**src/rtl/mean_pkg.sv**
```systemverilog
package mean_pkg;

  // Controller states; the order is also the order a run passes through them.
  typedef enum logic [2:0] {
    ST_IDLE  = 3'd0,
    ST_ACC   = 3'd1,
    ST_DLOAD = 3'd2,
    ST_DIV   = 3'd3,
    ST_DONE  = 3'd4
  } mean_state_e;

endpackage

```
**src/rtl/mean_store.sv**
```systemverilog
module mean_store #(
  parameter int DATA_W = 8,
  parameter int ADDR_W = 3
) (
  input  logic              clk,
  input  logic              rst_n,
  input  logic              wr_allow_i,
  input  logic              wr_en_i,
  input  logic [ADDR_W-1:0] wr_addr_i,
  input  logic [DATA_W-1:0] wr_data_i,
  input  logic [ADDR_W-1:0] rd_addr_i,
  output logic [DATA_W-1:0] rd_data_o
);

  localparam int DEPTH = 1 << ADDR_W;

  logic [DATA_W-1:0] mem [DEPTH];
  logic [DEPTH-1:0]  wsel;

  // Address decoder: one word-select line per entry, gated by the permit.
  for (genvar g = 0; g < DEPTH; g++) begin : g_dec
    assign wsel[g] = wr_en_i && wr_allow_i && (wr_addr_i == ADDR_W'(g));
  end

  always_ff @(posedge clk) begin
    for (int w = 0; w < DEPTH; w++) begin
      if (wsel[w]) mem[w] <= wr_data_i;
    end
  end

  assign rd_data_o = mem[rd_addr_i];


  blocked_write_chk: assert property (@(posedge clk) disable iff (!rst_n)
    (wr_en_i && !wr_allow_i) |=> (mem[$past(wr_addr_i)] == $past(mem[wr_addr_i])));

endmodule

```
**src/rtl/mean_ctrl.sv**
```systemverilog
module mean_ctrl
  import mean_pkg::*;
(
  input  logic        clk,
  input  logic        rst_n,
  input  logic        start_i,
  input  logic        idx_zero_i,
  input  logic        div_last_i,
  output mean_state_e state_o,
  output logic        done_o
);

  mean_state_e state_q, state_d;

  always_comb begin
    state_d = state_q;
    unique case (state_q)
      ST_IDLE:  if (start_i)    state_d = ST_ACC;
      ST_ACC:   if (idx_zero_i) state_d = ST_DLOAD;
      ST_DLOAD:                 state_d = ST_DIV;
      ST_DIV:   if (div_last_i) state_d = ST_DONE;
      ST_DONE:  if (!start_i)   state_d = ST_IDLE;
      default:                  state_d = ST_IDLE;
    endcase
  end

  always_ff @(posedge clk or negedge rst_n) begin
    if (!rst_n) state_q <= ST_IDLE;
    else        state_q <= state_d;
  end

  assign state_o = state_q;
  assign done_o  = (state_q == ST_DONE);


  idle_start_chk: assert property (@(posedge clk) disable iff (!rst_n)
    (state_q == ST_IDLE && start_i) |=> (state_q == ST_ACC));


  done_hold_chk: assert property (@(posedge clk) disable iff (!rst_n)
    (state_q == ST_DONE && start_i) |=> (state_q == ST_DONE));


  done_release_chk: assert property (@(posedge clk) disable iff (!rst_n)
    $fell(done_o) |-> !$past(start_i));

endmodule

```
**src/rtl/mean_divider.sv**
```systemverilog
module mean_divider #(
  parameter int NUM_W = 11,
  parameter int DEN_W = 4
) (
  input  logic             clk,
  input  logic             rst_n,
  input  logic             load_i,
  input  logic             step_i,
  input  logic [NUM_W-1:0] num_i,
  input  logic [DEN_W-1:0] den_i,
  output logic             last_o,
  output logic [NUM_W-1:0] quot_o,
  output logic [DEN_W-1:0] rem_o
);

  localparam int CNT_W = (NUM_W > 1) ? $clog2(NUM_W) : 1;
  localparam logic [CNT_W-1:0] CNT_TOP = CNT_W'(NUM_W - 1);
  localparam logic [CNT_W-1:0] CNT_ONE = CNT_W'(1);
  localparam logic [DEN_W+1:0] SUB_ONE = (DEN_W + 2)'(1);

  logic [NUM_W-1:0] quot_q, quot_d;
  logic [DEN_W-1:0] rem_q, rem_d;
  logic [DEN_W-1:0] den_q, den_d;
  logic [CNT_W-1:0] cnt_q, cnt_d;

  logic [DEN_W:0]   shifted;
  logic [DEN_W+1:0] trial;
  logic             no_borrow;

  // Shift remainder:dividend left one place, then try subtracting the divisor.
  // The carry out of shifted + ~den + 1 is 1 exactly when no borrow occurs.
  assign shifted   = {rem_q, quot_q[NUM_W-1]};
  assign trial     = {1'b0, shifted} + {1'b0, ~{1'b0, den_q}} + SUB_ONE;
  assign no_borrow = trial[DEN_W+1];

  always_comb begin
    quot_d = quot_q;
    rem_d  = rem_q;
    den_d  = den_q;
    cnt_d  = cnt_q;
    if (load_i) begin
      quot_d = num_i;
      rem_d  = '0;
      den_d  = den_i;
      cnt_d  = CNT_TOP;
    end else if (step_i) begin
      quot_d = {quot_q[NUM_W-2:0], no_borrow};
      rem_d  = no_borrow ? trial[DEN_W-1:0] : shifted[DEN_W-1:0];
      if (cnt_q != '0) cnt_d = cnt_q - CNT_ONE;
    end
  end

  always_ff @(posedge clk or negedge rst_n) begin
    if (!rst_n) begin
      quot_q <= '0;
      rem_q  <= '0;
      den_q  <= '0;
      cnt_q  <= '0;
    end else if (load_i || step_i) begin
      quot_q <= quot_d;
      rem_q  <= rem_d;
      den_q  <= den_d;
      cnt_q  <= cnt_d;
    end
  end

  assign last_o = (cnt_q == '0);
  assign quot_o = quot_q;
  assign rem_o  = rem_q;


  rem_below_div_chk: assert property (@(posedge clk) disable iff (!rst_n)
    (den_q != '0) |-> (rem_q < den_q));

endmodule

```
**src/rtl/mean_unit.sv**
```systemverilog
module mean_unit
  import mean_pkg::*;
#(
  parameter int DATA_W = 8,
  parameter int ADDR_W = 3
) (
  input  logic                     clk,
  input  logic                     rst_n,
  input  logic                     wr_en_i,
  input  logic [ADDR_W-1:0]        wr_addr_i,
  input  logic [DATA_W-1:0]        wr_data_i,
  input  logic                     start_i,
  input  logic [ADDR_W-1:0]        last_idx_i,
  output logic                     done_o,
  output logic [DATA_W+ADDR_W-1:0] mean_o,
  output logic [ADDR_W:0]          rem_o
);

  localparam int ACC_W = DATA_W + ADDR_W;
  localparam int DEN_W = ADDR_W + 1;
  localparam logic [ADDR_W-1:0] IDX_ONE = ADDR_W'(1);
  localparam logic [DEN_W-1:0]  DEN_ONE = DEN_W'(1);

  // Reset: asserted at once, released after two clean edges.
  logic rst_meta, rst_sync_n;
  always_ff @(posedge clk or negedge rst_n) begin
    if (!rst_n) begin
      rst_meta   <= 1'b0;
      rst_sync_n <= 1'b0;
    end else begin
      rst_meta   <= 1'b1;
      rst_sync_n <= rst_meta;
    end
  end

  mean_state_e       state;
  logic              idx_zero, div_last;
  logic [ADDR_W-1:0] idx_q, idx_d, last_q, last_d;
  logic [ACC_W-1:0]  sum_q, sum_d;
  logic [DATA_W-1:0] rd_data;
  logic              is_idle, is_acc;

  assign is_idle  = (state == ST_IDLE);
  assign is_acc   = (state == ST_ACC);
  assign idx_zero = (idx_q == '0);

  mean_ctrl u_ctrl (
    .clk        (clk),
    .rst_n      (rst_sync_n),
    .start_i    (start_i),
    .idx_zero_i (idx_zero),
    .div_last_i (div_last),
    .state_o    (state),
    .done_o     (done_o)
  );

  mean_store #(.DATA_W(DATA_W), .ADDR_W(ADDR_W)) u_store (
    .clk        (clk),
    .rst_n      (rst_sync_n),
    .wr_allow_i (is_idle),
    .wr_en_i    (wr_en_i),
    .wr_addr_i  (wr_addr_i),
    .wr_data_i  (wr_data_i),
    .rd_addr_i  (idx_q),
    .rd_data_o  (rd_data)
  );

  // Index, captured count and running sum.
  always_comb begin
    idx_d  = idx_q;
    last_d = last_q;
    sum_d  = sum_q;
    if (is_idle) begin
      idx_d  = last_idx_i;
      last_d = last_idx_i;
      sum_d  = '0;
    end else if (is_acc) begin
      sum_d = sum_q + {{ADDR_W{1'b0}}, rd_data};
      if (!idx_zero) idx_d = idx_q - IDX_ONE;
    end
  end

  always_ff @(posedge clk or negedge rst_sync_n) begin
    if (!rst_sync_n) begin
      idx_q  <= '0;
      last_q <= '0;
      sum_q  <= '0;
    end else if (is_idle || is_acc) begin
      idx_q  <= idx_d;
      last_q <= last_d;
      sum_q  <= sum_d;
    end
  end

  logic [DEN_W-1:0] divisor;
  assign divisor = {1'b0, last_q} + DEN_ONE;

  mean_divider #(.NUM_W(ACC_W), .DEN_W(DEN_W)) u_div (
    .clk    (clk),
    .rst_n  (rst_sync_n),
    .load_i (state == ST_DLOAD),
    .step_i (state == ST_DIV),
    .num_i  (sum_q),
    .den_i  (divisor),
    .last_o (div_last),
    .quot_o (mean_o),
    .rem_o  (rem_o)
  );


  idx_step_chk: assert property (@(posedge clk) disable iff (!rst_sync_n)
    (is_acc && !idx_zero) |=> (idx_q == $past(idx_q) - IDX_ONE));


  no_overflow_chk: assert property (@(posedge clk) disable iff (!rst_sync_n)
    is_acc |=> (sum_q >= $past(sum_q)));


  result_hold_chk: assert property (@(posedge clk) disable iff (!rst_sync_n)
    (done_o && $past(done_o)) |-> ($stable(mean_o) && $stable(rem_o)));

endmodule

```
**config.mk**
```make
export PLATFORM = sky130hd
export DESIGN_NAME = mean_unit
export DESIGN_NICKNAME = d
export VERILOG_FILES = /design/src/rtl/mean_pkg.sv /design/src/rtl/mean_store.sv /design/src/rtl/mean_ctrl.sv /design/src/rtl/mean_divider.sv /design/src/rtl/mean_unit.sv
export SDC_FILE = /design/constraint.sdc
export NUM_CORES = 1
export LEC_CHECK = 0
export ABC_AREA = 1
export BUFFER_PORTS_ARGS = -buffer_cell sky130_fd_sc_hd__buf_2
export CAP_MARGIN = 15
export CORE_MARGIN = 2
export CORE_UTILIZATION = 26
export DETAILED_ROUTE_END_ITERATION = 8
export PLACE_DENSITY = 0.49
export REMOVE_ABC_BUFFERS = 1
export SLEW_MARGIN = 40
export SYNTH_ARGS = -nofsm -noshare
export SYNTH_HDL_FRONTEND = slang
export SYNTH_SLANG_ARGS = --single-unit
export TNS_END_PERCENT = 1
```
**constraint.sdc**
```tcl
create_clock -name clk -period 1.6 [get_ports clk]
set_input_delay 0.16 -clock clk [delete_from_list [all_inputs] [get_ports clk]]
set_output_delay 0.16 -clock clk [all_outputs]
set_load 0.005 [all_outputs]
```
# Word-level counts from Yosys, hierarchy flattened
# Memory sizes are Yosys's and may differ from the RTL's.
# Cells that the tools add are included.
[totals]
ram_bits = 64
mem_count = 1
output_inout_bits = 16
wordCells = 122
regBits = 45
[op_classes]
n_addsub = 6
reduce_logical = 33
bitwise = 1
n_mux = 55
n_eq_ne = 16
[memory_table]
columns = ["name", "words", "width", "read_ports", "rd_ports_with_merged_regs", "wr", "line_no", "rtl"]
rows = [
  ["u_store.mem", 8, 8, 1, 0, 1, "mean_store.sv:17", "logic [DATA_W-1:0] mem [DEPTH];"],
]
[op_table]
columns = ["cell", "count"]
rows = [
  ["$mux 8", 7],
  ["$reduce_or 8->1", 7],
  ["$mux 11", 4],
  ["$mux 3", 14],
  ["$mux 4", 6],
  ["$mux 1", 23],
  ["$eq 3x3->1 const B", 5],
  ["$pmux 3 s5", 1],
  ["$eq 3x2->1 const B", 4],
  ["$add 11x8->11", 1],
  ["$logic_and 1x1->1", 9],
  ["$logic_not 3->1", 3],
  ["$ne 2x2->1 const B", 4],
  ["$reduce_and 2->1", 4],
  ["$add 5x5->6", 1],
  ["$add 6x1->6 const B", 1],
  ["$eq 3x1->1 const B", 2],
  ["$reduce_and 3->1", 2],
  ["$reduce_bool 2->1", 3],
  ["$not 4->5", 1],
  ["$add 3x1->4 const B", 1],
  ["$logic_not 4->1", 1],
  ["$reduce_and 4->1", 1],
  ["$reduce_bool 4->1", 1],
  ["other kinds (4)", 5],
]

# Logic depth before layout (Yosys ltp)
[depth]
depth_word = 13
ltp_mapped = 19

# By module
# From an unflattened synthesis, not the netlist that was laid out.
[unflattened]
hier_cells = 636
area_unflattened_um2 = 5589.1
[modules_own_cells]
columns = ["module", "n_inst", "area_each_um2", "cells_each", "seq_area_each_um2"]
rows = [
  ["mean_store", 1, 2891.5, 294, 1921.8],
  ["mean_unit", 1, 1300.0, 165, 475.5],
  ["mean_divider", 1, 1198.6, 148, 575.6],
  ["mean_ctrl", 1, 198.9, 29, 75.1],
]

# Worst setup path before layout
# No wires, ideal clock.
[synth_timing]
path_kind = "flip-flop to flip-flop"
startpoint = "register idx_q[1]"
endpoint = "register sum_q[8]"
synth_period_minus_slack_ns = 2.213
slack_ns = -0.613
path_stages_with_launch = 17
required_ns = 1.487
t_arrival_ns = 2.100
cell_sequence = "dfrtp_1 clkinv_1 buf_2 a21oi_1 a31oi_1 ha_1 fa_1 nand2_1 inv_1 nand2_1 nand2_1 nand2_1 nand2_1 nand2_1 nand2_1 nand2_1 inv_1"
[synth_via]
elab_chain_len = 4
[synth_rtl]
columns = ["item", "line_no", "rtl"]
rows = [
  ["start, declared", "mean_unit.sv:38", "logic [ADDR_W-1:0] idx_q, idx_d, last_q, last_d;"],
  ["start signal, assigned", "mean_unit.sv:89", "idx_q <= idx_d;"],
  ["$mem_v2 8x8", "-", ""],
  ["$add 11x8->11", "mean_unit.sv:78", "sum_d = sum_q + {{ADDR_W{1'b0}}, rd_data};"],
  ["$mux 11", "mean_unit.sv:77", "end else if (is_acc) begin"],
  ["$mux 11", "mean_unit.sv:73", "if (is_idle) begin"],
  ["end signal, assigned", "mean_unit.sv:91", "sum_q <= sum_d;"],
  ["end, declared", "mean_unit.sv:39", "logic [ACC_W-1:0] sum_q, sum_d;"],
]
# No other way between the ends. The select of a mux whose other input is x is not followed.
# A chain may end at the register's enable or synchronous reset.

# Final worst setup path
[layout_timing]
startpoint = "register idx_q[0]"
endpoint = "register sum_q[4]"
# The elaborated chain is that of the path after synthesis.

==> impl_summary.md <==
Run status
The run finished, with violations left. The final reports fail on negative setup slack.

Global routing
The first global-routing pass estimated 18900 um of wire. In the global route stage, overall resource usage came out at 0.118. Global routing finished with a remaining overflow of 0. The number of global-route vias before repair is 3746. The maximum number of pins on one net before global-route repair is 26.

The number of antenna violations at the first check in global routing is 0.

Synth
Synthesis inferred 109 register bits. After technology mapping, the gate count stands at 515. The average size of a mapped cell is 9.77 um2. By count the netlist is led by nand2_1 (124), nor2_1 (72), edfxtp_1 (64), o21ai_0 (54), dfrtp_1 (45).

The most area-hungry cell type in the Yosys netlist is edfxtp_1. For this run, the number of Yosys warnings is 0. The share of Yosys cell area claimed by the top area cell type is 0.382. The total standard cell area after synthesis is 5030 um2. In the synthesized netlist the dominant register cell turns out to be edfxtp_1. Sorting the synthesized cells by area gives the leading types as edfxtp_1 (38%), dfrtp_1 (22%), nand2_1 (9.2%), nor2_1 (5.4%), o21ai_0 (5.4%). Yosys mapped the design onto 35 distinct sky130hd cell types. The post-synthesis sequential area ratio is 0.606. The share of flip-flops with an asynchronous set or reset after synthesis is 0.413. In the post-synthesis netlist, the cell with the most instances is nand2_1. The number of enable-type register cells in the synthesized netlist is 64.

Pwr
The analysis attributes to cell leakage a power of 2.77 nW. In this run the power density over the cells is between 2000 and 2500 nW/um2. The power after layout is between 10 and 15 mW. The switching power share of the total is 0.418. The net switching power figure is 5.71 mW.

Internal power comes to 7.97 mW. The part of the power in combinational logic is 0.537. IR analysis of the VDD net gives a maximum drop of around 0.00077 V. The share of total power dissipated in the clock network is 0.169. Of the total power, registers draw 0.294.

Worst setup path
In this run the critical register-to-register path is launched from idx_q[0]. The reg2reg setup slack is -0.75 ns. The worst-path maximum fanout is 5. The worst register-to-register path ends at sum_q[4]. The type of destination of the critical path is a flop. The number of cells on the worst reg-to-reg path is 15. The data arrival time of the critical path is ~2.6 ns. At the worst endpoint, the required time is 1.84 ns. The category of the critical setup timing path is reg2reg. The worst setup path is launched from a flop.

STA
The final critical-path required period is around 2.3 ns. Of the available clock period, the critical path in the final layout requires 1.47. The number of pins exceeding their max-slew limit in the final report is 0. The post-route clock skew is about 0.014 ns. The least setup slack across all paths after layout is -0.750 ns. The hold violation total from the final report came to 0. After routing, the total negative slack on setup checks comes to -6.52 ns. The count of endpoints failing setup in the final report is 11. Setup repair after global routing could not meet its margin everywhere. For this run, the top clock speed supported by timing is 426 MHz.

Floorplanning
34 I/O pins were placed. From bottom edge to top edge, the die measures between 100 and 150 um. For this configuration, the core starts out at a cell density of 0.267. The x dimension of the die is 143 um. In this run the core area contains 50 standard-cell rows. The die covers 20500 um2. The area of the core is 18800 um2.

Clock network
After clock tree synthesis, the clock-pin slew on the worst setup and hold paths is 0.08 ns. In this run the deepest clock path goes through 2 buffers. The clock tree root driver cell is clkbuf_16. The H-tree was split into 3 levels.

TritonCTS built the clock tree. The total clock buffers created by CTS is 9. The clock net in this run drives a total of roughly 110 sinks. The clock latency on the worst-skew pair is 0.36 ns.

Layout
The net count of the finished layout is 642. The utilization after layout is 0.349. The number of antenna diodes in the final layout is 0. Relative to the synthesized area, the layout overhead comes to 30.5%. In the final layout, the share of cells above drive strength 1 is 0.295. The layout has 1896 filler cells. The post-route cell area is 6570 um2. The final cell count without fillers is 871.

Run
Across the run, the number of max-cap violations was 0.

Drt
For this block, the routed nets add up to approximately 11000 um of wire. The pre-antenna-repair detailed-routing pass consisted of 4 iterations. The detail route stage leaves a number of antenna-violating nets equal to 0. The average wire length per cell after detail routing is 13.1 um. The detailed router finished its first iteration with slightly above 200 violations. The via total after detailed routing is 3765. For this run, design rule violations remaining after detail routing come to 0. The vias per cell is 4.32.

Placement
Buffers placed on the I/O ports in this run total 33. The global placement routability congestion is slightly above 0.8. The HPWL after detailed placement is 8220 um. Including well taps, the total number of placed cells is 844. The area of placed instances is around 5900 um2.

Worst hold path
The class of the worst hold path is in2reg. The startpoint identified for the worst hold timing path is last_idx_i[0]. The path with the worst hold slack has its endpoint at last_q[0]. The cell depth of the worst min-delay path is 3.
==> per-stage QoR <==
stage | hold WS [ns] | worst slack [ns]
floorplan | -0.136 | -1.14
global placement | -0.0548 | -0.792
detailed placement | -0.0545 | -0.873
CTS | 0.0332 | -0.718
global route | 0.0413 | -0.889
finish | 0.0478 | -0.750
==> worst max-delay path, stage by stage, from the launching register on <==
cell	delay, ns
dfrtp_2	0.49
buf_12	0.16
buf_4	0.13
nand2_1	0.06
nand2_1	0.07
a21oi_2	0.13
a31oi_1	0.05
ha_2	0.20
fa_2	0.36
nand2_1	0.09
inv_2	0.04
nand2_1	0.06
nand2_2	0.06
buf_4	0.14
o21ai_1	0.12
nand2_1	0.06
==> sequential cells by signal (all words and copies together) (netlist names) <==
name,cells
u_div.quot_o,11
u_div.rem_o,4
u_div.cnt_q,4
last_q,3
idx_q,3
sum_q,11
rst_meta,1
u_div.den_q,4
u_store.mem,64
rst_sync_n,1
u_ctrl.state_o,3
==> worst max-delay path by stage <==
stage | start | end | slack, ns | cells after the start
after floorplan | idx_q[0] | sum_q[8] | -1.14 | 17
after global placement | idx_q[0] | sum_q[9] | -0.79 | 13
after detailed placement | idx_q[0] | sum_q[9] | -0.87 | 13
after CTS | idx_q[0] | sum_q[4] | -0.72 | 15
after global routing | idx_q[0] | sum_q[4] | -0.89 | 16
final | idx_q[0] | sum_q[4] | -0.75 | 15
==> cells in the final DEF, fill, tap and decap left out, types with 5 or more instances in the layout <==
master,netlist,final
inv_2,4,7
clkbuf_16,0,9
nor2_1,72,67
o21ai_1,8,23
inv_1,36,32
buf_2,11,33
nand3_2,1,5
nand2_1,124,111
edfxtp_1,64,64
a21oi_2,0,11
o21ai_0,54,33
buf_12,0,5
dfrtp_1,45,42
buf_4,2,51
nand3_1,14,10
ha_1,16,12
nand2_2,3,14
a21oi_1,19,8
o22ai_1,5,5
a31oi_1,8,5
==> area by class of cell <==
class / count / area, um2 / share of cell area
Inverter: 43 / 164 / 0.0250
Clock buffer: 9 / 225 / 0.0343
Clock inverter: 7 / 91.3 / 0.0139
Tap cell: 260 / 325 / 0.0495
Timing Repair Buffer: 94 / 719 / 0.110
Sequential cell: 109 / 3050 / 0.465
Multi-Input combinational cell: 349 / 1990 / 0.303
==> cell families after synthesis <==
family	count (synthesis)	share of synthesized area
buffers and inverters	57	0.0482
DFF	109	0.606
and+or+nand+nor	223	0.179
AOI/OAI and AO/OA	104	0.114
other	1	0.000745
xor gates and xnor gates	3	0.00522
adders and majority gates	18	0.0477
==> layer usage <==
layer,global-route usage,share of wire
met1,0.160,0.50
met2,0.191,0.45
met3,0.0268,0.034
met4,0.0302,0.012
met5,0,0
==> power groups by stage <==
stage	combinational (mW)	sequential, mW	clock [mW]
2_1_floorplan	3.62	4.06	0
4_1_cts	6.87	3.99	2.38
3_5_place_dp	6.18	4.03	0
6_report	7.34	4.02	2.31
5_1_grt	8.32	4.11	2.49
3_3_place_gp	6.07	4.01	0
==> what timing repair did <==
action	CTS	global route
setup endpoints to repair	12	53
gates cloned	1	0
resized for setup	43	47
hold endpoints to repair	2	0
pin swaps	19	33
buffers inserted	7	2
hold buffers	1	0
Power figures use the tool's default switching activity.
